File: src/rtl/regjob_pkg.sv
package regjob_pkg;

   typedef enum logic [2:0] {
      ST_IDLE,
      ST_GET_HDR,
      ST_GET_DATA,
      ST_SET_DATA,
      ST_SEND_HDR,
      ST_SEND_DATA,
      ST_SEND_FTR
   } rj_state_e;

   localparam int unsigned RJ_CMD_READ  = 0;
   localparam int unsigned RJ_CMD_WRITE = 1;

endpackage

File: src/rtl/regjob_hdr_decode.sv
module regjob_hdr_decode #(
   parameter int unsigned DATA_W   = 8,
   parameter int unsigned CMD_W    = 4,
   parameter int unsigned ADDR_W   = 4,
   parameter int unsigned NUM_REGS = 8,
   localparam int unsigned IDX_W   = (NUM_REGS > 1) ? $clog2(NUM_REGS) : 1
) (
   input  logic [DATA_W-1:0] hdr,
   output logic              is_read,
   output logic              is_write,
   output logic              addr_ok,
   output logic [IDX_W-1:0]  idx
);
   import regjob_pkg::*;

   logic [CMD_W-1:0]  cmd;
   logic [ADDR_W-1:0] addr;

   assign cmd      = hdr[CMD_W-1:0];
   assign addr     = hdr[CMD_W +: ADDR_W];
   assign is_read  = (cmd == CMD_W'(RJ_CMD_READ));
   assign is_write = (cmd == CMD_W'(RJ_CMD_WRITE));
   assign idx      = addr[IDX_W-1:0];

   generate
      if (NUM_REGS == (1 << ADDR_W)) begin : g_full_space
         assign addr_ok = 1'b1;
      end else begin : g_partial_space
         localparam logic [ADDR_W:0] LIMIT = (ADDR_W+1)'(NUM_REGS);
         assign addr_ok = ({1'b0, addr} < LIMIT);
      end
   endgenerate

endmodule

File: src/rtl/regjob_regbank.sv
module regjob_regbank #(
   parameter int unsigned DATA_W   = 8,
   parameter int unsigned NUM_REGS = 8,
   localparam int unsigned IDX_W   = (NUM_REGS > 1) ? $clog2(NUM_REGS) : 1
) (
   input  logic              clk,
   input  logic              rst_n,
   input  logic              wr_en,
   input  logic [IDX_W-1:0]  idx,
   input  logic [DATA_W-1:0] wr_data,
   output logic [DATA_W-1:0] rd_data
);

   logic [DATA_W-1:0] mem [NUM_REGS];

   generate
      for (genvar g = 0; g < NUM_REGS; g++) begin : g_cell
         always_ff @(posedge clk) begin
            if (!rst_n) begin
               mem[g] <= '0;
            end else if (wr_en && (idx == IDX_W'(g))) begin
               mem[g] <= wr_data;
            end
         end
      end
   endgenerate

   assign rd_data = mem[idx];

   // an accepted write lands in the addressed cell
   assert_write_lands_R4: assert property (@(posedge clk) disable iff (!rst_n)
      wr_en |=> (mem[$past(idx)] == $past(wr_data)));

endmodule

File: src/rtl/regjob_ctrl.sv
module regjob_ctrl #(
   parameter int unsigned DATA_W   = 8,
   parameter int unsigned NUM_REGS = 8,
   localparam int unsigned IDX_W   = (NUM_REGS > 1) ? $clog2(NUM_REGS) : 1
) (
   input  logic              clk,
   input  logic              rst_n,
   input  logic              in_valid,
   input  logic              in_start,
   input  logic              in_stop,
   input  logic [DATA_W-1:0] in_data,
   output logic              in_accept,
   output logic              out_valid,
   output logic              out_start,
   output logic              out_stop,
   output logic [DATA_W-1:0] out_data,
   input  logic              out_accept,
   output logic [DATA_W-1:0] dec_hdr,
   input  logic              dec_is_read,
   input  logic              dec_is_write,
   input  logic              dec_addr_ok,
   output logic              reg_we,
   output logic [DATA_W-1:0] reg_wdata,
   input  logic [DATA_W-1:0] reg_rdata
);
   import regjob_pkg::*;

   rj_state_e         state;
   logic [DATA_W-1:0] hdr_q;
   logic [DATA_W-1:0] data_q;
   logic              err_q;
   logic              hdr_beat;
   logic              stop_beat;

   assign hdr_beat  = (state == ST_GET_HDR) && in_valid && in_start;
   assign stop_beat = (state == ST_SET_DATA) && in_valid && in_stop;

   // live header while waiting for one, held header afterwards
   assign dec_hdr   = (state == ST_GET_HDR) ? in_data : hdr_q;
   assign in_accept = (state == ST_GET_HDR) || (state == ST_SET_DATA);
   assign reg_we    = stop_beat && dec_addr_ok;
   assign reg_wdata = in_data;

   always_ff @(posedge clk) begin
      if (!rst_n) begin
         state  <= ST_IDLE;
         hdr_q  <= '0;
         data_q <= '0;
         err_q  <= 1'b0;
      end else begin
         case (state)
            ST_IDLE: state <= ST_GET_HDR;
            ST_GET_HDR: begin
               if (hdr_beat) begin
                  hdr_q <= in_data;
                  err_q <= 1'b0;
                  if (dec_is_read && in_stop) begin
                     state <= ST_GET_DATA;
                  end else if (dec_is_write && !in_stop) begin
                     state <= ST_SET_DATA;
                  end else begin
                     state <= ST_IDLE;
                  end
               end
            end
            ST_GET_DATA: begin
               data_q <= dec_addr_ok ? reg_rdata : '0;
               err_q  <= !dec_addr_ok;
               state  <= ST_SEND_HDR;
            end
            ST_SET_DATA: begin
               if (stop_beat) begin
                  err_q <= !dec_addr_ok;
                  state <= ST_SEND_HDR;
               end
            end
            ST_SEND_HDR: begin
               if (out_accept) begin
                  state <= dec_is_read ? ST_SEND_DATA : ST_SEND_FTR;
               end
            end
            ST_SEND_DATA: begin
               if (out_accept) state <= ST_SEND_FTR;
            end
            ST_SEND_FTR: begin
               if (out_accept) state <= ST_IDLE;
            end
            default: state <= ST_IDLE;
         endcase
      end
   end

   always_comb begin
      out_valid = 1'b0;
      out_start = 1'b0;
      out_stop  = 1'b0;
      out_data  = '0;
      case (state)
         ST_SEND_HDR: begin
            out_valid = 1'b1;
            out_start = 1'b1;
            out_data  = hdr_q;
         end
         ST_SEND_DATA: begin
            out_valid = 1'b1;
            out_data  = data_q;
         end
         ST_SEND_FTR: begin
            out_valid = 1'b1;
            out_stop  = 1'b1;
            out_data  = {{(DATA_W-1){1'b0}}, err_q};
         end
         default: ;
      endcase
   end

   // unknown command returns to idle with no reply
   assert_bad_cmd_drop_R2: assert property (@(posedge clk) disable iff (!rst_n)
      (hdr_beat && !dec_is_read && !dec_is_write) |=> (state == ST_IDLE) && !out_valid);

   // read header lacking stop is dropped
   assert_read_nostop_drop_R3: assert property (@(posedge clk) disable iff (!rst_n)
      (hdr_beat && dec_is_read && !in_stop) |=> (state == ST_IDLE) && !out_valid);

   // write header with stop is dropped
   assert_write_stop_drop_R4: assert property (@(posedge clk) disable iff (!rst_n)
      (hdr_beat && dec_is_write && in_stop) |=> (state == ST_IDLE) && !out_valid);

   // pending reply beat is held until taken
   assert_beat_hold_R8: assert property (@(posedge clk) disable iff (!rst_n)
      (out_valid && !out_accept) |=> out_valid && $stable(out_start)
                                     && $stable(out_stop) && $stable(out_data));

   // an accepted write reply header is followed by the footer
   assert_write_reply_shape_R6: assert property (@(posedge clk) disable iff (!rst_n)
      (out_valid && out_start && out_accept && dec_is_write) |=> out_valid && out_stop);

   // no input taken while a reply is outstanding
   assert_no_intake_during_reply_R9: assert property (@(posedge clk) disable iff (!rst_n)
      out_valid |-> !in_accept);

endmodule

File: src/rtl/regjob_responder.sv
module regjob_responder #(
   parameter int unsigned DATA_W   = 8,
   parameter int unsigned CMD_W    = 4,
   parameter int unsigned ADDR_W   = 4,
   parameter int unsigned NUM_REGS = 8
) (
   input  logic              clk,
   input  logic              rst_n,
   input  logic              in_valid,
   input  logic              in_start,
   input  logic              in_stop,
   input  logic [DATA_W-1:0] in_data,
   output logic              in_accept,
   output logic              out_valid,
   output logic              out_start,
   output logic              out_stop,
   output logic [DATA_W-1:0] out_data,
   input  logic              out_accept
);

   localparam int unsigned IDX_W = (NUM_REGS > 1) ? $clog2(NUM_REGS) : 1;

   generate
      if (CMD_W + ADDR_W != DATA_W) begin : g_bad_split
         $error("header fields must fill the data byte exactly");
      end
      if ((NUM_REGS < 2) || (NUM_REGS > (1 << ADDR_W))) begin : g_bad_depth
         $error("register count must fit the address field");
      end
   endgenerate

   logic [DATA_W-1:0] dec_hdr;
   logic              dec_is_read;
   logic              dec_is_write;
   logic              dec_addr_ok;
   logic [IDX_W-1:0]  dec_idx;
   logic              reg_we;
   logic [DATA_W-1:0] reg_wdata;
   logic [DATA_W-1:0] reg_rdata;

   regjob_hdr_decode #(
      .DATA_W(DATA_W), .CMD_W(CMD_W), .ADDR_W(ADDR_W), .NUM_REGS(NUM_REGS)
   ) u_dec (
      .hdr(dec_hdr), .is_read(dec_is_read), .is_write(dec_is_write),
      .addr_ok(dec_addr_ok), .idx(dec_idx)
   );

   regjob_regbank #(
      .DATA_W(DATA_W), .NUM_REGS(NUM_REGS)
   ) u_bank (
      .clk(clk), .rst_n(rst_n), .wr_en(reg_we), .idx(dec_idx),
      .wr_data(reg_wdata), .rd_data(reg_rdata)
   );

   regjob_ctrl #(
      .DATA_W(DATA_W), .NUM_REGS(NUM_REGS)
   ) u_ctrl (
      .clk(clk), .rst_n(rst_n),
      .in_valid(in_valid), .in_start(in_start), .in_stop(in_stop),
      .in_data(in_data), .in_accept(in_accept),
      .out_valid(out_valid), .out_start(out_start), .out_stop(out_stop),
      .out_data(out_data), .out_accept(out_accept),
      .dec_hdr(dec_hdr), .dec_is_read(dec_is_read), .dec_is_write(dec_is_write),
      .dec_addr_ok(dec_addr_ok),
      .reg_we(reg_we), .reg_wdata(reg_wdata), .reg_rdata(reg_rdata)
   );

endmodule

File: config.mk
export PLATFORM = sky130hd
export DESIGN_NAME = regjob_responder
export DESIGN_NICKNAME = d
export VERILOG_FILES = /design/src/rtl/regjob_pkg.sv /design/src/rtl/regjob_hdr_decode.sv /design/src/rtl/regjob_regbank.sv /design/src/rtl/regjob_ctrl.sv /design/src/rtl/regjob_responder.sv
export SDC_FILE = /design/constraint.sdc
export NUM_CORES = 1
export LEC_CHECK = 0
export BUFFER_PORTS_ARGS = -buffer_cell sky130_fd_sc_hd__buf_4
export CAP_MARGIN = 40
export CORE_ASPECT_RATIO = 1.4
export CORE_MARGIN = 2
export CORE_UTILIZATION = 35
export DETAILED_ROUTE_END_ITERATION = 8
export PLACE_DENSITY = 0.56
export SLEW_MARGIN = 20
export SYNTH_ARGS = -nofsm -noshare
export SYNTH_HDL_FRONTEND = slang
export SYNTH_SLANG_ARGS = --single-unit
File: constraint.sdc
create_clock -name clk -period 3.48 [get_ports clk]
set_clock_uncertainty 0.15 [all_clocks]
set_input_delay 0.522 -clock clk [delete_from_list [all_inputs] [get_ports clk]]
set_output_delay 0.522 -clock clk [all_outputs]
set_load 0.02 [all_outputs]
---- Yosys cells after proc, flatten, opt, wreduce, memory -nomap -nowiden ----
Memories as Yosys holds them, arrays and structs flattened.
Cells that the tools add are included.
cells by class
  magnitude comparators ................... 1
  eq/ne operators ......................... 19
  muxes and demuxes ....................... 51
  bitwise gates (word level) .............. 8
  reduce and logical (&&, ||, !) cells .... 26
operator list
  cell                                                                   number
  8-bit two-way mux                                                      10
  1-bit two-way mux                                                      30
  8-bit case mux with 3 select lines                                     1
  3-bit equality test, second input constant                             7
  3-bit case mux with 7 select lines                                     1
  3-bit two-way mux                                                      6
  1-bit logical AND                                                      15
  3-bit by 2-bit equality test with 1-bit output, second input constant  4
  1-bit OR                                                               8
  3-bit by 1-bit equality test with 1-bit output, second input constant  2
  3-bit zero test                                                        2
  2-bit != test, second input constant                                   3
  5-bit AND reduction                                                    1
  4-bit by 1-bit equality test with 1-bit output, second input constant  1
  4-bit zero test                                                        1
  4-bit less-than comparator, second input constant                      1
  2-bit two-way mux                                                      2
  2-bit by 1-bit != test with 1-bit output, second input constant        2
  1-bit case mux with 3 select lines                                     1
  3-bit AND reduction                                                    1
  3-bit nonzero test                                                     1
  3-bit OR reduction                                                     1
  1-bit zero test                                                        2
  2-bit AND reduction                                                    1
  1-bit logical OR                                                       1
storage, ports and cells
  bits in registers ....................... 20
  RAM bits ................................ 64
  input port bits ......................... 14
  output and inout port bits .............. 12
  word-level logic and storage cells ...... 110
  memories ................................ 1
memory list
  memory      depth  bits a word  read ports  clocked after memory_dff  write ports  line                  RTL
  u_bank.mem  8      8            1           0                         8            regjob_regbank.sv:14  logic [DATA_W-1:0] mem [NUM_REGS];

---- Depth between registers and ports, before layout ----
Gate-level depths: netlist of the first run.
  depth after elaboration ................. 9
  depth in mapped cells ................... 8

---- Modules after synthesis ----
Synthesis of the first run repeated with hierarchy kept, for this count alone.
unflattened totals
  cells, all modules ...................... 360
  area total of the unflattened synthesis .. 4374.2 um2
by module, submodules not included
  module             instances  cells each  area an instance (um2)  sequential area each (um2)
  regjob_regbank     1          209         3042.9                  1921.8
  regjob_ctrl        1          145         1277.5                  400.4
  regjob_hdr_decode  1          6           53.8                    0.0

---- Worst setup path after synthesis of the first run ----
Ideal clock, no wire load.
  kind .................................... register to register
  start ................................... reg u_ctrl.state[0]
  end ..................................... mem u_bank.mem[0][0] (enable)
  data arrival time ....................... 2238 ps
  data required time ...................... 2946 ps
  slack ................................... 708 ps
  stages on the path, launching flop included .. 7
  buffers on the path ..................... 2
  cell sequence ........................... dfxtp_1 > buf_2 > nor3b_2 > mux2_2 > or2_1 > clkbuf_1 > o21ai_0
RTL lines
  item                      line                  RTL
  start: declaration        regjob_ctrl.sv:28     rj_state_e state;
  start signal: assignment  regjob_ctrl.sv:79     state <= dec_is_read ? ST_SEND_DATA : ST_SEND_FTR;
  end: declaration          regjob_regbank.sv:14

==> results of run 1 <==
worst register-to-register path, stage by stage, from the launching register on:
cell     delay (ps)
dfxtp_1         460
or3b_4          560
a21o_1          410
or2_1           370
o21ai_0         210
buf_4           200
worst paths after layout:
kind                    start          endpoint  slack (ps)  cells after the start
min          u_ctrl.data_q[5]  u_ctrl.data_q[5]         330                      1
max reg2reg   u_ctrl.state[1]  u_bank.mem[4][2]         830                      5
min reg2reg  u_ctrl.data_q[5]  u_ctrl.data_q[5]         330                      1
max           u_ctrl.state[1]  u_bank.mem[4][2]         830                      5
synthesized netlist by cell type, types with 2 or more instances:
master | instances | share of area (%)
nor2_2 | 2 | 0.30
o221ai_2 | 2 | 0.72
mux2i_1 | 19 | 4.6
nor2_1 | 18 | 1.6
and2_1 | 56 | 8.4
dfxtp_1 | 20 | 9.6
edfxtp_1 | 64 | 46
a31oi_1 | 2 | 0.30
or4_1 | 2 | 0.36
a211oi_1 | 28 | 5.1
buf_6 | 3 | 0.81
o22ai_1 | 7 | 1.1
o221ai_1 | 12 | 2.5
nand2b_1 | 7 | 1.1
and3_1 | 3 | 0.45
nand3_1 | 2 | 0.24
nor2b_1 | 13 | 2.0
buf_2 | 6 | 0.72
or3_1 | 2 | 0.30
inv_1 | 17 | 1.5
o21a_1 | 3 | 0.54
mux2_2 | 3 | 0.81
clkbuf_1 | 12 | 1.1
a21oi_1 | 4 | 0.48
nand2_1 | 6 | 0.54
a22o_1 | 7 | 1.5
o21ai_0 | 10 | 1.2
nor3_1 | 8 | 0.96
o2111ai_1 | 2 | 0.42
cells by family after synthesis:
family | Yosys count
AO/OA/AOI/OAI | 83
XOR/XNOR | 1
AND/OR/NAND/NOR | 127
multiplexers | 24
flip-flops | 84
buffers and inverters | 41
cell type report:
class | count | area (sq um)
Tap cell | 147 | 184
Timing Repair Buffer | 36 | 270
Inverter | 18 | 67.6
Sequential cell | 84 | 2320
Clock inverter | 4 | 97.6
Fill cell | 1113 | 6880
Clock buffer | 12 | 236
Multi-Input combinational cell | 235 | 1640
metal layers:
layer	share of wire [%]	routed length, um	track usage, %	vias to the layer above
met1	40	4470	21.2	1430
met2	53	6020	32.4	81
met3	3.5	393	2.56	21
met5	0	0	0	-
met4	3.3	367	8.49	0
li1	-	-	-	1382
registers in the layout, summed over array words and instances (netlist names):
name           flops
u_bank.mem        64
u_ctrl.data_q      8
u_ctrl.hdr_q       8
u_ctrl.state       3
u_ctrl.err_q       1
where the power goes:
part	internal, mW	total (mW)	switching [mW]
clock network	0.702	1.08	0.378
registers	1.11	1.13	0.0203
logic	0.113	0.311	0.198
total	1.92	2.52	0.596
through the flow:
| stage | power [mW] | utilization, % | cell area, sq um | setup slack, ps |
|---|---|---|---|---|
| floorplan | 1.35 | - | 4150 | 708 |
| global placement | 1.45 | 38.3 | 4490 | 865 |
| detailed placement | 1.46 | 38.3 | 4490 | 825 |
| CTS | 2.53 | 41.2 | 4820 | 861 |
| global route | 2.59 | 41.2 | 4820 | 726 |
| finish | 2.52 | 41.2 | 4820 | 828 |
==> run summary, run 1 <==
CP endpoint kind = flop
Postcts setup bufs = 0
Gpl congestion = 0.914
Period utilisation layout = 76.2%
Die footprint = 12800 sq um
Multiplexer share of the synthesized area = 6.09%
Worst min path class = flop to flop
Clk_lat worst skew = 340 ps
Via/cell ratio = 5.44
Layout Cells excl Fill = 536
Setup Crit Path Kind = flop to flop
CTS Root Buffer Type = clkbuf_16
Global-route wire length before repair = 16.8 mm
Final wirelength = 11.2 mm
Slowest-stage cell, CP = or3b_4
Vias in the first global route = 2816
Final Max Slew Viols = 0
Simple-Gate Fraction of Synth Area = 18.3%
# setup viols final = 0
Post-Synthesis Cells = 360
Routed vias = 2914
Ys async rst share = 0%
Worst Tran Pin Value = 795 ps
Die height = 133 um
Largest family of logic cells by synthesized area = simple AND/OR/NAND/NOR gates
Post-Place Cells = 520
Xor/xnor share of the synthesized area = 0.211%
Post-DP HPWL = 8.06 mm
Gates resized, CTS repair = 0
Drt first pass iters = 4
WHS = 330 ps
Drt drc = 0
Most frequent cells in the layout = edfxtp_1 (64), and2_1 (56), buf_4 (36), a211oi_1 (28), dfxtp_1 (20)
Final net count = 398
Syn Nets = 374
CP delay by family, top = simple AND/OR/NAND/NOR gates
Remaining Overflow, GRT = 0
Critical path peak fanout = 20
Io pins = 26
N_diodes = 0
Number of synthesized register bits = 84
Post-layout minimum cycle time = 2650 ps
Layout cells sized above 1 = 16.2%
GR Util All Layers = 18.3%
Worst Path Required = 3380 ps
PD cells = 522 nW/um^2
Crit path largest cell delay = 560 ps
Synthesized area per cell = 11.5 sq um
Post-synthesis compound-gate area fraction = 15.0%
Largest net degree at the start of global routing = 25
MaxCap Viol Count = 0
Fmax = 377 MHz
Static Leak = 1.73 nW
Input/output buffers = 25
Clock slew at reported path FFs = 60 ps
Antenna Violating Nets Remaining = 0
Number of synthesized flops with an enable pin = 64
Register area share after synthesis = 55.9%
CTS tree = built
Die width = 96.1 um
Rel. slew slack = 46.9%
FP Rows = 47
WL per Instance = 21.0 um
Post-synthesis adder-cell area fraction = 0%
Core area = 11700 sq um
Most common cell after layout, fill and taps aside = edfxtp_1
Crit-path cells = or3b_4, a21o_1, or2_1, o21ai_0, buf_4
Warnings from Yosys = 0
Status = complete, no violations
Initial core utilization = 35.5%
Netlist cell types = 49
H-tree Lvls = 3
Worst VDD drop = 0.269 mV
Startpoint Class = flop
RSZ-0062 raised after global routing = false
Post-Syn Area = 4150 sq um
CTS buffer count = 9
Arrival @ worst endpoint = 2550 ps
CTS max path bufs = 2
Post-synth top flop = edfxtp_1
Post-Route Setup TNS = 0 ps
Crit path buffers/inverters = 1
Area growth from synthesis to layout = 16.1%
Initial antenna violation count = 0
Final Hold Vio Count = 0
Initial DRC count = 178
Hold-fix buffers, CTS = 0
# clock sinks = 84
No activity file was read; power rests on OpenSTA's default activity.
==> inputs of run 2 (changes only) <==
ABC_AREA = 1   (was not set)
PLACE_DENSITY = 0.58   (was 0.56)
clock period = 2.3 ns   (was 3.48 ns; I/O delays follow)
==> run summary, run 2 <==
Status = complete, no violations
Rel. slew slack = 68.9% (+22 points)
# setup viols final = 0 (unchanged)
Static Leak = 2.33 nW (+35%)
Number of synthesized flops with an enable pin = 64 (unchanged)
Input/output buffers = 25 (unchanged)
Die height = 137 um (+3.2%)
Top cell type by total area after synthesis = edfxtp_1
Via/cell ratio = 4.85 (-11%)
Startpoint Class = flop
Synthesized area per cell = 7.96 sq um (-31%)
Netlist cell types = 28 (-43%)
Antenna Violating Nets Remaining = 0 (unchanged)
N_diodes = 0 (unchanged)
Vias in the first global route = 3668 (+30%)
Worst slack, placed = 102 ps (-722 ps)
Period utilisation layout = 93.2%
Post-Synthesis Cells = 557 (+55%)
Die width = 99.1 um (+3.2%)
Worst min path class = input pin to flop
Post-synth top flop = edfxtp_1
Global-route wire length before repair = 18.5 mm (+9.9%)
Routed vias = 3670 (+26%)
CTS buffer count = 9 (unchanged)
Clock slew at reported path FFs = 60 ps (about the same)
Synth top area share = 43.4% (-2.9 points)
Number of synthesized register bits = 84 (unchanged)
CTS tree = built
Worst Path Required = 1800 ps (-1580 ps)
Final Hold Vio Count = 0 (unchanged)
CTS max path bufs = 2 (unchanged)
Arrival @ worst endpoint = 1650 ps (-900 ps)
GR Util All Layers = 17.8% (-0.54 points)
Post-Syn Area = 4430 sq um (+6.7%)
PnR worst setup slack = 156 ps (-673 ps)
Initial antenna violation count = 0 (unchanged)
Final net count = 615 (+55%)
PD cells = 1010 nW/um^2 (+94%)
CTS Root Buffer Type = clkbuf_16
Most frequent cell after synthesis = nand2_1
Die footprint = 13600 sq um (+6.5%)
Worst Tran Pin Value = 466 ps (-328 ps)
Remaining Overflow, GRT = 0 (unchanged)
Gpl congestion = 0.887 (-2.9%)
Io pins = 26 (unchanged)
Area growth from synthesis to layout = 17.3%
Max reg flops = 64 (unchanged)
Warnings from Yosys = 0 (unchanged)
Drt drc = 0 (unchanged)
WL per Instance = 15.1 um (-28%)
Biggest regs = u_bank.mem (64), u_ctrl.data_q (8), u_ctrl.hdr_q (8)
Layout cells sized above 1 = 16.2% (-0.024 points)
Drt first pass iters = 4 (unchanged)
Post-layout minimum cycle time = 2140 ps
Critical path peak fanout = 6 (-70%)
Initial core utilization = 35.8% (+0.34 points)
Ys async rst share = 0% (unchanged)
Core area = 12400 sq um (+5.7%)
Most flops, register = u_bank.mem
# clock sinks = 84 (unchanged)
Final Max Slew Viols = 0 (unchanged)
Setup Crit Path Kind = flop to output pin
CP endpoint kind = output pin
Worst VDD drop = 0.381 mV (+42%)
H-tree Lvls = 3 (unchanged)
Largest net degree at the start of global routing = 28 (+12%)
RSZ-0062 raised after global routing = false
Register area share after synthesis = 52.4% (-3.5 points)
Post-Route Setup TNS = 0 ps (unchanged)
Syn Nets = 571 (+53%)
Top post-synthesis cells by count = nand2_1 (182), inv_1 (73), nor2_1 (73), edfxtp_1 (64), nand3_1 (40)
Initial DRC count = 207 (+16%)
Final wirelength = 11.4 mm (+1.4%)
Clk_lat worst skew = 340 ps (about the same)
Post-DP HPWL = 8.47 mm (+5.1%)
MaxCap Viol Count = 0 (unchanged)
Synth area leaders = edfxtp_1 (43%), nand2_1 (15%), dfxtp_1 (9.0%)
Fmax = 466 MHz
FP Rows = 48 (+2.1%)
Most frequent cells in the layout = nand2_1 (175), nor2_1 (73), inv_1 (72), edfxtp_1 (64), buf_4 (46)
Most common cell after layout, fill and taps aside = nand2_1
==> run 2: what timing repair did <==
item                       in CTS  in global routing
gates resized for setup         0                 10
hold buffers                    0                  0
setup endpoints to repair       0                 67
buffers inserted                0                  0
==> run 2: metrics by stage <==
step / total power, mW / cell area (sq um) / util [%] / hold WS [ps] / cells
global route: 5.60 / 5200 / 42.0 / 213 / 756
detailed placement: 3.82 / 4880 / 39.4 / 292 / 740
global placement: 3.80 / 4880 / 39.4 / 289 / 740
floorplan: 3.27 / 4430 / - / 274 / 557
finish: 5.27 / 5200 / 42.0 / 179 / 756
CTS: 5.26 / 5180 / 41.9 / 167 / 756
==> run 2: path summary, 6_finish.rpt <==
check / start / endpoint / slack, ps / cells past startpoint
setup reg to reg: u_ctrl.state[1] / u_bank.mem[3][2] / 180 / 7
setup / recovery: u_ctrl.state[2] / out_data[0] / 160 / 6
hold / removal: in_data[7] / u_ctrl.hdr_q[7] / 180 / 3
hold reg to reg: u_ctrl.err_q / u_ctrl.err_q / 300 / 2
==> run 2: cell type report <==
class / count / area, sq um
fillers: 1260 / 7170
flip-flops and latches: 84 / 2320
multi-input cells: 376 / 1720
repair buffers: 46 / 345
inverters: 84 / 320
clock buffers: 10 / 229
well taps: 150 / 188
clock inverters: 6 / 72.6
==> run 2: report_power, final <==
group,internal (mW),switching [mW],total [mW],leakage (nW)
sequential,1.73,0.0579,1.79,0.823
combinational,0.650,1.37,2.02,1.36
clock,0.851,0.611,1.46,0.143
==> run 2: cell families after synthesis <==
logic type             synth area share (%)
AO/OA/AOI/OAI                          5.96
flip-flops                             52.4
AND/OR/NAND/NOR                        32.5
buffers and inverters                  9.18
==> run 2: metal layers <==
metal | up-vias | global-route usage (%) | wire length, um
li1 | 1852 | - | -
met1 | 1723 | 20.3 | 4650
met2 | 76 | 32.6 | 6050
met3 | 19 | 2.86 | 390
met4 | 0 | 7.61 | 308
met5 | - | 0 | 0
==> run 2: critical path, stage by stage, from the launching register on <==
cell	delay (ps)
dfxtp_1	350
inv_2	80
buf_4	160
nor3_1	360
nand2_1	90
o211ai_1	90
buf_4	160
